File: config.mk
export PLATFORM = sky130hd
export DESIGN_NAME = rw_phase_arbiter
export DESIGN_NICKNAME = d
export VERILOG_FILES = /design/src/rtl/rwpa_pkg.sv /design/src/rtl/rwpa_phase_queue.sv /design/src/rtl/rwpa_index_fifo.sv /design/src/rtl/rw_phase_arbiter.sv
export SDC_FILE = /design/constraint.sdc
export NUM_CORES = 1
export LEC_CHECK = 0
export BUFFER_PORTS_ARGS = -buffer_cell sky130_fd_sc_hd__buf_4
export CAP_MARGIN = 20
export CORE_UTILIZATION = 57
export CTS_CLUSTER_SIZE = 12
export DETAILED_ROUTE_END_ITERATION = 8
export PLACE_DENSITY = 0.77
export SETUP_SLACK_MARGIN = 0.05
export SYNTH_ARGS = -nofsm -noshare
export SYNTH_HDL_FRONTEND = slang
export SYNTH_SLANG_ARGS = --single-unit
File: constraint.sdc
create_clock -name clk -period 6.8 [get_ports clk]
set_clock_uncertainty 0.2 [all_clocks]
set_input_delay 1.36 -clock clk [delete_from_list [all_inputs] [get_ports clk]]
set_output_delay 1.36 -clock clk [all_outputs]
set_load 0.1 [all_outputs]
File: src/rtl/rwpa_pkg.sv
package rwpa_pkg;

   typedef enum logic {
      ACC_READ  = 1'b0,
      ACC_WRITE = 1'b1
   } acc_kind_e;

   // circular pointer advance for a queue of arbitrary depth
   function automatic int ring_next(input int ptr, input int depth);
      return (ptr == depth - 1) ? 0 : ptr + 1;
   endfunction

endpackage

File: src/rtl/rwpa_phase_queue.sv
module rwpa_phase_queue
   import rwpa_pkg::*;
#(
   parameter int DEPTH = 4,
   parameter int CW    = 4
) (
   input  logic          clk,
   input  logic          rst_n,
   input  logic          push_en,
   input  acc_kind_e     push_kind,
   input  logic          pop_en,
   output logic          full,
   output logic          head_valid,
   output acc_kind_e     head_kind,
   output logic [CW-1:0] head_cnt,
   output logic          head_join
);

   localparam int PW = (DEPTH > 1) ? $clog2(DEPTH) : 1;
   localparam int NW = $clog2(DEPTH + 1);

   if (DEPTH < 2) begin : g_bad_depth
      $error("rwpa_phase_queue: DEPTH must be at least 2");
   end

   acc_kind_e     kind_q [DEPTH];
   logic [CW-1:0] cnt_q  [DEPTH];
   logic [PW-1:0] rd_q, wr_q, tail_p;
   logic [NW-1:0] num_q;
   logic          joins, opens;

   always_comb begin
      tail_p = (wr_q == '0) ? PW'(DEPTH - 1) : wr_q - PW'(1);
      joins  = push_en && (num_q != '0) && (kind_q[tail_p] == push_kind);
      opens  = push_en && !joins;
   end

   assign head_join  = joins && (num_q == NW'(1));
   assign full       = (num_q == NW'(DEPTH));
   assign head_valid = (num_q != '0);
   assign head_kind  = kind_q[rd_q];
   assign head_cnt   = cnt_q[rd_q];

   always_ff @(posedge clk) begin
      if (joins) begin
         cnt_q[tail_p] <= cnt_q[tail_p] + CW'(1);
      end
      if (opens) begin
         kind_q[wr_q] <= push_kind;
         cnt_q[wr_q]  <= CW'(1);
      end
   end

   always_ff @(posedge clk) begin
      if (!rst_n) begin
         rd_q  <= '0;
         wr_q  <= '0;
         num_q <= '0;
      end else begin
         if (opens)  wr_q <= PW'(ring_next(int'(wr_q), DEPTH));
         if (pop_en) rd_q <= PW'(ring_next(int'(rd_q), DEPTH));
         num_q <= num_q + NW'(opens) - NW'(pop_en);
      end
   end

   p_count_bound_r2: assert property (@(posedge clk) disable iff (!rst_n)
      num_q <= NW'(DEPTH));

   p_no_empty_pop_r9: assert property (@(posedge clk) disable iff (!rst_n)
      pop_en |-> (num_q != '0));

endmodule

File: src/rtl/rwpa_index_fifo.sv
module rwpa_index_fifo #(
   parameter int DEPTH = 8,
   parameter int IDW   = 3,
   parameter int CW    = 4
) (
   input  logic           clk,
   input  logic           rst_n,
   input  logic           push_en,
   input  logic [IDW-1:0] push_id,
   input  logic [CW-1:0]  pop_n,
   output logic [IDW-1:0] peek [DEPTH],
   output logic           full
);

   localparam int PW = (DEPTH > 1) ? $clog2(DEPTH) : 1;

   if (DEPTH < 2) begin : g_bad_depth
      $error("rwpa_index_fifo: DEPTH must be at least 2");
   end

   logic [IDW-1:0] mem [DEPTH];
   logic [PW-1:0]  rd_q, wr_q, rd_nxt;
   logic [CW-1:0]  num_q;

   // window of the oldest entries, oldest first
   for (genvar k = 0; k < DEPTH; k++) begin : g_peek
      always_comb begin
         int s;
         s = int'(rd_q) + k;
         if (s >= DEPTH) s = s - DEPTH;
         peek[k] = mem[s];
      end
   end

   always_comb begin
      int s;
      s = int'(rd_q) + int'(pop_n);
      if (s >= DEPTH) s = s - DEPTH;
      rd_nxt = PW'(s);
   end

   assign full = (num_q == CW'(DEPTH));

   always_ff @(posedge clk) begin
      if (push_en) mem[wr_q] <= push_id;
   end

   always_ff @(posedge clk) begin
      if (!rst_n) begin
         rd_q  <= '0;
         wr_q  <= '0;
         num_q <= '0;
      end else begin
         if (push_en) wr_q <= PW'(rwpa_pkg::ring_next(int'(wr_q), DEPTH));
         rd_q  <= rd_nxt;
         num_q <= num_q + CW'(push_en) - pop_n;
      end
   end

   p_pop_in_range_r5: assert property (@(posedge clk) disable iff (!rst_n)
      pop_n <= num_q);

   p_no_overflow_r2: assert property (@(posedge clk) disable iff (!rst_n)
      full |-> !push_en);

endmodule

File: src/rtl/rw_phase_arbiter.sv
module rw_phase_arbiter
   import rwpa_pkg::*;
#(
   parameter int N_REQ     = 8,
   parameter int PH_DEPTH  = 4,
   parameter int IDX_DEPTH = 8
) (
   input  logic                     clk,
   input  logic                     rst_n,
   input  logic                     req_valid,
   input  logic                     req_write,
   input  logic [$clog2(N_REQ)-1:0] req_id,
   output logic                     req_ready,
   input  logic [N_REQ-1:0]         done,
   output logic [N_REQ-1:0]         grant
);

   localparam int IDW = $clog2(N_REQ);
   localparam int CW  = $clog2(IDX_DEPTH + 1);

   if (N_REQ < 2) begin : g_bad_nreq
      $error("rw_phase_arbiter: N_REQ must be at least 2");
   end
   if (IDX_DEPTH < N_REQ) begin : g_bad_idx
      $error("rw_phase_arbiter: IDX_DEPTH must cover every requester");
   end

   logic           accept;
   logic           ph_full, ix_full;
   logic           head_valid, head_join, retire;
   acc_kind_e      head_kind;
   logic [CW-1:0]  head_cnt;
   logic [IDW-1:0] peek [IDX_DEPTH];

   logic [N_REQ-1:0] grant_q, new_g, done_hit;
   logic [CW-1:0]    iss_q, dn_q, n_issue, n_done, remaining;

   assign req_ready = !ph_full && !ix_full;
   assign accept    = req_valid && req_ready;

   rwpa_phase_queue #(.DEPTH(PH_DEPTH), .CW(CW)) u_phases (
      .clk        (clk),
      .rst_n      (rst_n),
      .push_en    (accept),
      .push_kind  (acc_kind_e'(req_write)),
      .pop_en     (retire),
      .full       (ph_full),
      .head_valid (head_valid),
      .head_kind  (head_kind),
      .head_cnt   (head_cnt),
      .head_join  (head_join)
   );

   rwpa_index_fifo #(.DEPTH(IDX_DEPTH), .IDW(IDW), .CW(CW)) u_order (
      .clk     (clk),
      .rst_n   (rst_n),
      .push_en (accept),
      .push_id (req_id),
      .pop_n   (n_issue),
      .peek    (peek),
      .full    (ix_full)
   );

   // issue decision for the head phase
   always_comb begin
      new_g     = '0;
      n_issue   = '0;
      remaining = head_cnt - iss_q;
      if (head_valid) begin
         if (head_kind == ACC_READ) begin
            for (int k = 0; k < IDX_DEPTH; k++) begin
               if (CW'(k) < remaining && int'(peek[k]) < N_REQ) begin
                  new_g[peek[k]] = 1'b1;
               end
            end
            n_issue = remaining;
         end else if (iss_q == dn_q && iss_q < head_cnt) begin
            if (int'(peek[0]) < N_REQ) new_g[peek[0]] = 1'b1;
            n_issue = CW'(1);
         end
      end
   end

   // release accounting
   always_comb begin
      done_hit = done & grant_q;
      n_done   = CW'($countones(done_hit));
      retire   = head_valid &&
                 ((int'(dn_q) + int'(n_done)) == (int'(head_cnt) + int'(head_join)));
   end

   always_ff @(posedge clk) begin
      if (!rst_n) begin
         grant_q <= '0;
         iss_q   <= '0;
         dn_q    <= '0;
      end else begin
         grant_q <= (grant_q & ~done_hit) | new_g;
         if (retire) begin
            iss_q <= '0;
            dn_q  <= '0;
         end else begin
            iss_q <= iss_q + n_issue;
            dn_q  <= dn_q + n_done;
         end
      end
   end

   assign grant = grant_q;

   p_one_writer_r6: assert property (@(posedge clk) disable iff (!rst_n)
      (head_valid && head_kind == ACC_WRITE) |-> ($countones(grant_q) <= 1));

   p_issue_order_r5: assert property (@(posedge clk) disable iff (!rst_n)
      head_valid |-> (dn_q <= iss_q && iss_q <= head_cnt));

   for (genvar i = 0; i < N_REQ; i++) begin : g_hold
      p_grant_hold_r8: assert property (@(posedge clk) disable iff (!rst_n)
         (grant_q[i] && !done[i]) |=> grant_q[i]);
   end

endmodule

==> metrics, run 1 <==
largest net degree at the start of global routing 29; grt ovf 0; nets 697; Worst-path clk slew around 0.080 ns; Initial Utilization 58.30%; Die Wd ~110 um; Peak VDD IR 0.0003146 V; Arr. time, crit path 6.56 ns; DR WL met3 roughly 900 um; status complete, no violations; Port Buffers 23; CTS Sinks 79; FMAX roughly 0.15 GHz; CP dominant cell by count fa_1; CTS root buf clkbuf_8; ys flop type edfxtp_1; crit path cell chain buf_4, and2_1, fa_1, inv_1, fa_1, fa_1, inv_1, ha_1, fa_1, xor2_1, ha_1, nor2b_1, o21ai_1, and2_1, a21oi_4, nor3_4, xor2_1, ha_1, inv_1, fa_1, xnor2_1, xnor2_1, and2_1; setup bufs post-CTS 0; critical path class input port to flip-flop; post-synth cell types 66; die height between 100 and 150 um; vias in the first global route 4,872; RSZ-0062 raised after global routing no; Detail Placement HPWL 11,720 um; drt wl/cell 19.17 um; CTS tree yes; Iter 0 DRT Violations 341; Residual DRC 0; FP Rows 38; Total Neg Setup Slack 0 ns; most frequent cells in the layout inv_1 (44), edfxtp_1 (44), nor2_1 (42), nand2_1 (37), dfxtp_1 (35); Setup violations, final 0; M1 WL about 6700 um; CTS max path bufs 2; area grow syn2layout 8.097%; Core Region 10,840 sq um; worst path buffer plus inverter count 4; Mapped Avg Cell Area slightly above 10 sq um; crit-path leading delay family adder cells; Syn Inst Count 622; Clock Latency Late Sink 0.36 ns; Num CTS Buffers 9; Syn Nets 681; Rel. slew slack 40.17%; Worst Hold Class flip-flop to flip-flop; Post-Layout Cell Count between 700 and 800; Top Layer Used met4; fillcell total 846; startpoint types input port; Max stage delay on crit path 0.54 ns; slowest cell on the critical path fa_1; via count 4,981; P_leak between 0.002 and 0.003 uW; Max Cap Violations 0; Ports 24; Pre-antenna DRT Iters 7; yosys warns 0; Worst Path Max Fanout 3; Fin. Hold Viols 0; met2 wire length about 7100 um; drt total wl 15,010 um; Vias per Instance 6.361; # diodes 0; H-tree depth 3; share of cells above drive strength 1 17.11%; Placer Congestion 1.013; remaining antenna violation count 0; Worst-Margin Slew 0.8930 ns; Required @ worst endpoint 6.86 ns; Post-synth EDFFs 44; period utilization 95.62%; ys async rst share 0%; Final min period 6.502 ns; initial antenna violation count 0; cts hold-fix bufs 0; CP Capture Type flip-flop; placed cells 765; gr usage total 27.72%; Die Area 11,510 sq um; first-pass GRT wire length around 24,000 um; flops & latches, synth 79; cell area after synthesis roughly 6300 sq um; Seq/Total Area, Yosys between 30% and 40%; PwrDens 500.6 nW/um^2; Slew Viols, Final 0
## final timing paths
path	startpoint	endpoint	slack, ns	cells past startpoint
worst min-delay path	u_phases.rd_q[1]	flip-flop	0.31	2
worst min register to register	u_phases.rd_q[1]	flip-flop	0.31	2
worst max register to register	grant[0]	u_phases.num_q[2]	1.08	22
worst max-delay path	done[0]	u_phases.num_q[2]	0.30	23
## cells by family after synthesis
family / count (synthesis) / synth area share [%]
AOI/OAI and AO/OA: 121 / 14.24
buffers and inverters: 73 / 5.128
muxes: 61 / 16.08
DFF: 79 / 31.99
adders and majority gates: 44 / 9.899
and+or+nand+nor: 212 / 18.00
xor gates and xnor gates: 32 / 4.672
## metal layers
layer | vias to the layer above | global-route usage (%)
met3 | 31 | 4.843
met1 | 2414 | 38.59
met5 | - | 0
met2 | 186 | 43.73
met4 | 0 | 9.589
li1 | 2350 | -
## flip-flops by register name (all words and copies together) (netlist names), named ones only
name             count
u_order.num_q        4
u_phases.num_q       3
u_phases.rd_q        2
u_order.rd_q         3
dn_q                 4
grant                8
u_phases.cnt_q      16
iss_q                4
u_phases.wr_q        2
u_phases.kind_q      4
u_order.wr_q         3
u_order.mem         24
## worst reg2reg max path: cells and delay by family (launching register included)
kind	cells	cell delay, ns
compound gates	2	0.34
xor+xnor	4	0.61
fa+ha+maj	8	3.09
buf+inv	3	0.15
flops	1	0.34
simple gates	5	0.91
## layout make-up
type / instances / area, sq um / share of cell area (%)
Multi-Input combinational cell: 470 / 3998 / 58.52
Inverter: 45 / 168.9 / 2.473
Clock inverter: 6 / 92.59 / 1.355
Sequential cell: 79 / 2022 / 29.60
Clock buffer: 10 / 127.6 / 1.868
Tap cell: 140 / 175.2 / 2.564
Timing Repair Buffer: 33 / 247.7 / 3.626
## power by group
group | switching, uW | internal [uW] | leakage (uW) | total [uW]
logic | 1400 | 861 | 0.00179 | 2260
registers | 106 | 655 | 0.000687 | 761
clock network | 186 | 209 | 0.000103 | 395
## synthesized netlist by cell type (16+ instances only)
master | n | area, sq um
inv_1 | 44 | 165.2
nand2_1 | 38 | 142.6
dfxtp_1 | 35 | 700.7
nor3_1 | 33 | 165.2
edfxtp_1 | 44 | 1321
xor2_1 | 16 | 140.1
nor2b_1 | 19 | 118.9
and2_1 | 17 | 106.4
clkbuf_1 | 16 | 60.06
ha_1 | 34 | 425.4
a21oi_1 | 25 | 125.1
mux4_2 | 30 | 675.7
mux2i_1 | 19 | 190.2
nor2_1 | 42 | 157.7
## repair_timing
| item | 4_1_cts | 5_1_grt |
|---|---|---|
| setup endpoints to repair | 0 | 1 |
| endpoints found under the hold margin | 0 | 0 |
| gates resized for setup | 0 | 5 |
## per-stage QoR
| stage | total power, uW | setup slack, ns | area (sq um) | utilization, % | hold slack, ns |
|---|---|---|---|---|---|
| final | 3420 | 0.2977 | 6832 | 63.02 | 0.3059 |
| after global routing | 3657 | 0.07434 | 6832 | 63.02 | 0.3239 |
| after CTS | 3392 | 0.1417 | 6793 | 62.66 | 0.3026 |
| after detailed placement | 2986 | -0.2160 | 6573 | 60.63 | 0.2866 |
| after global placement | 2905 | -0.03638 | 6573 | 60.63 | 0.2692 |
| after floorplan | 2506 | 0.1066 | 6320 | - | 0.2603 |
Note: power is estimated with default switching activity, not from simulation.
==> inputs of run 2 (changes only) <==
Settings changed: CORE_UTILIZATION 57 to 32, PLACE_DENSITY 0.77 to default.
==> run 2 against run 1 <==
Net effect:
- hold slack got worse by 0.019 ns
- design area increased by 4.0%
- sequential share of layout area decreased by 1.1 points
- power increased by 3.6%
- sequential power about the same
- combinational power about the same
- register-to-register slack about the same
- die area increased by 76%
- non-clock buffer count unchanged
- highest routed layer unchanged
==> metrics, run 2 (same netlist as run 1, synthesis figures left out) <==
status complete, no violations; largest net degree at the start of global routing 29; Die Area 20,310 sq um; Num CTS Buffers 9; area occupied by registers 2022 sq um; Residual DRC 0; Min Hold Slack 0.2867 ns; FMAX 0.1538 GHz; most frequent cells in the layout inv_1 (44), edfxtp_1 (44), nor2_1 (42), nand2_1 (37), dfxtp_1 (35); Port Buffers 23; Worst Path Max Fanout 4; CTS tree yes; Detail Placement HPWL 11,600 um; die height 142.5 um; largest register by flop count u_order.mem; H-tree depth 3; RSZ-0062 raised after global routing no; Clk pwr share 15.5%; Pre-antenna DRT Iters 5; Clock Latency Late Sink approximately 0.36 ns; drt wl/cell roughly 16 um; PwrDens about 500 nW/um^2; Worst-Margin Slew between 0.8 and 0.9 ns; grt ovf 0; remaining antenna violation count 0; period utilization 95.64%; initial antenna violation count 0; Vias per Instance 5.340; startpoint types input port; Core Region between 15,000 and 20,000 sq um; first-pass GRT wire length 24,520 um; share of cells above drive strength 1 17.57%; area grow syn2layout 12.43%; CP Capture Type flip-flop; max reg flops 24; Multi-input gate area 4004 sq um; Worst Hold Class flip-flop to flip-flop; P_leak 0.002639 uW; Sw Share 48.02%; Setup violations, final 0; via count 4,849; part of the power in registers a little over a fifth; CTS Sinks 79; Ports 24; fin util 36.63%; CTS max path bufs 2; Placed Area 6736 sq um; vias in the first global route 4,593; Initial Utilization 32.58%; Fin. Hold Viols 0; Arr. time, crit path between 6 and 7 ns; Placer Congestion 0.9080; Pwr Total 3542 uW; critical path class input port to flip-flop; Required @ worst endpoint 6.85 ns; CTS root buf clkbuf_16; nets 697; Sw Pwr 1701 uW; Slew Viols, Final 0; design area 7106 sq um; Rel. slew slack around two fifths; Worst-path clk slew 0.06 ns; combinational share of power between 60% and 70%; # diodes 0; Pint 1841 uW; gr usage total 15.80%; drt total wl 14,950 um; Max Cap Violations 0; Peak VDD IR 0.0001681 V; placed cells about 890; Iter 0 DRT Violations about 360; fillcell total 1,973; Final min period between 6 and 7 ns; Post-Layout Cell Count approximately 900; FP Rows 51; Die Wd 142.5 um
## run 2: cell count changes in the layout (fill, tap and decap cells not counted)
cell        before  now
clkinvlp_4       2    0
clkbuf_1         1    0
o21ai_2          2    3
inv_6            1    4
clkbuf_16        0    9
nor2b_2          0    1
clkbuf_8         9    0
o21ai_0         12   11
nor2b_1         19   18
inv_8            0    1
clkinv_4         1    0
## run 2: final timing paths
path	startpoint	end	slack [ns]	cells after the start
worst max-delay path	done[0]	u_phases.num_q[2]	0.30	23
worst min-delay path	u_phases.rd_q[1]	u_phases.rd_q[1]	0.29	2
worst max register to register	grant[0]	u_phases.num_q[2]	1.09	22
worst min register to register	u_phases.rd_q[1]	u_phases.rd_q[1]	0.29	2
## run 2: cell type report
cell class                 count  area share, %
tap                          265          4.666
timing repair buffer          33          3.487
multi-input combinational    470          56.35
clock inverter                 7          1.497
sequential                    79          28.46
inverter                      45          2.377
clock buffer                   9          3.170
## run 2: timing repair
action,4_1_cts,5_1_grt
endpoints found under the setup margin,0,1
hold buffers,0,0
hold endpoints to repair,0,0
gates resized for setup,0,8
buffers inserted,0,0
## run 2: critical path, stage by stage
cell,delay [ns]
buf_4,0.11
and2_1,0.16
fa_1,0.55
inv_1,0.06
fa_1,0.50
fa_1,0.55
inv_1,0.05
ha_1,0.21
fa_1,0.52
inv_1,0.07
fa_2,0.42
xor2_4,0.23
o21ai_1,0.10
o22a_2,0.25
a21oi_4,0.19
nor3_4,0.07
xor2_1,0.14
ha_1,0.17
inv_1,0.05
fa_1,0.37
xnor2_1,0.14
xnor2_1,0.12
and2_1,0.15
## run 2: routing by layer
metal / wire length (um) / global-route usage [%]
met4: 529 / 7.470
met1: 7166 / 21.78
met3: 720 / 3.230
met2: 6529 / 23.53
met5: 0 / 0
## run 2: through the flow
stage,worst slack (ns),setup TNS [ns]
after CTS,0.1382,0
after floorplan,0.1066,0
after global placement,-0.1017,-0.1017
after detailed placement,-0.1498,-0.1498
final,0.2967,0
after global routing,0.03158,0
## run 2: power by group through the flow
stage | clock [uW] | sequential [uW] | combinational (uW)
floorplan | 0 | 884 | 1620
CTS | 564 | 758 | 2220
detailed placement | 0 | 768 | 2200
global placement | 0 | 767 | 2190
global route | 580 | 775 | 2460
finish | 550 | 758 | 2230
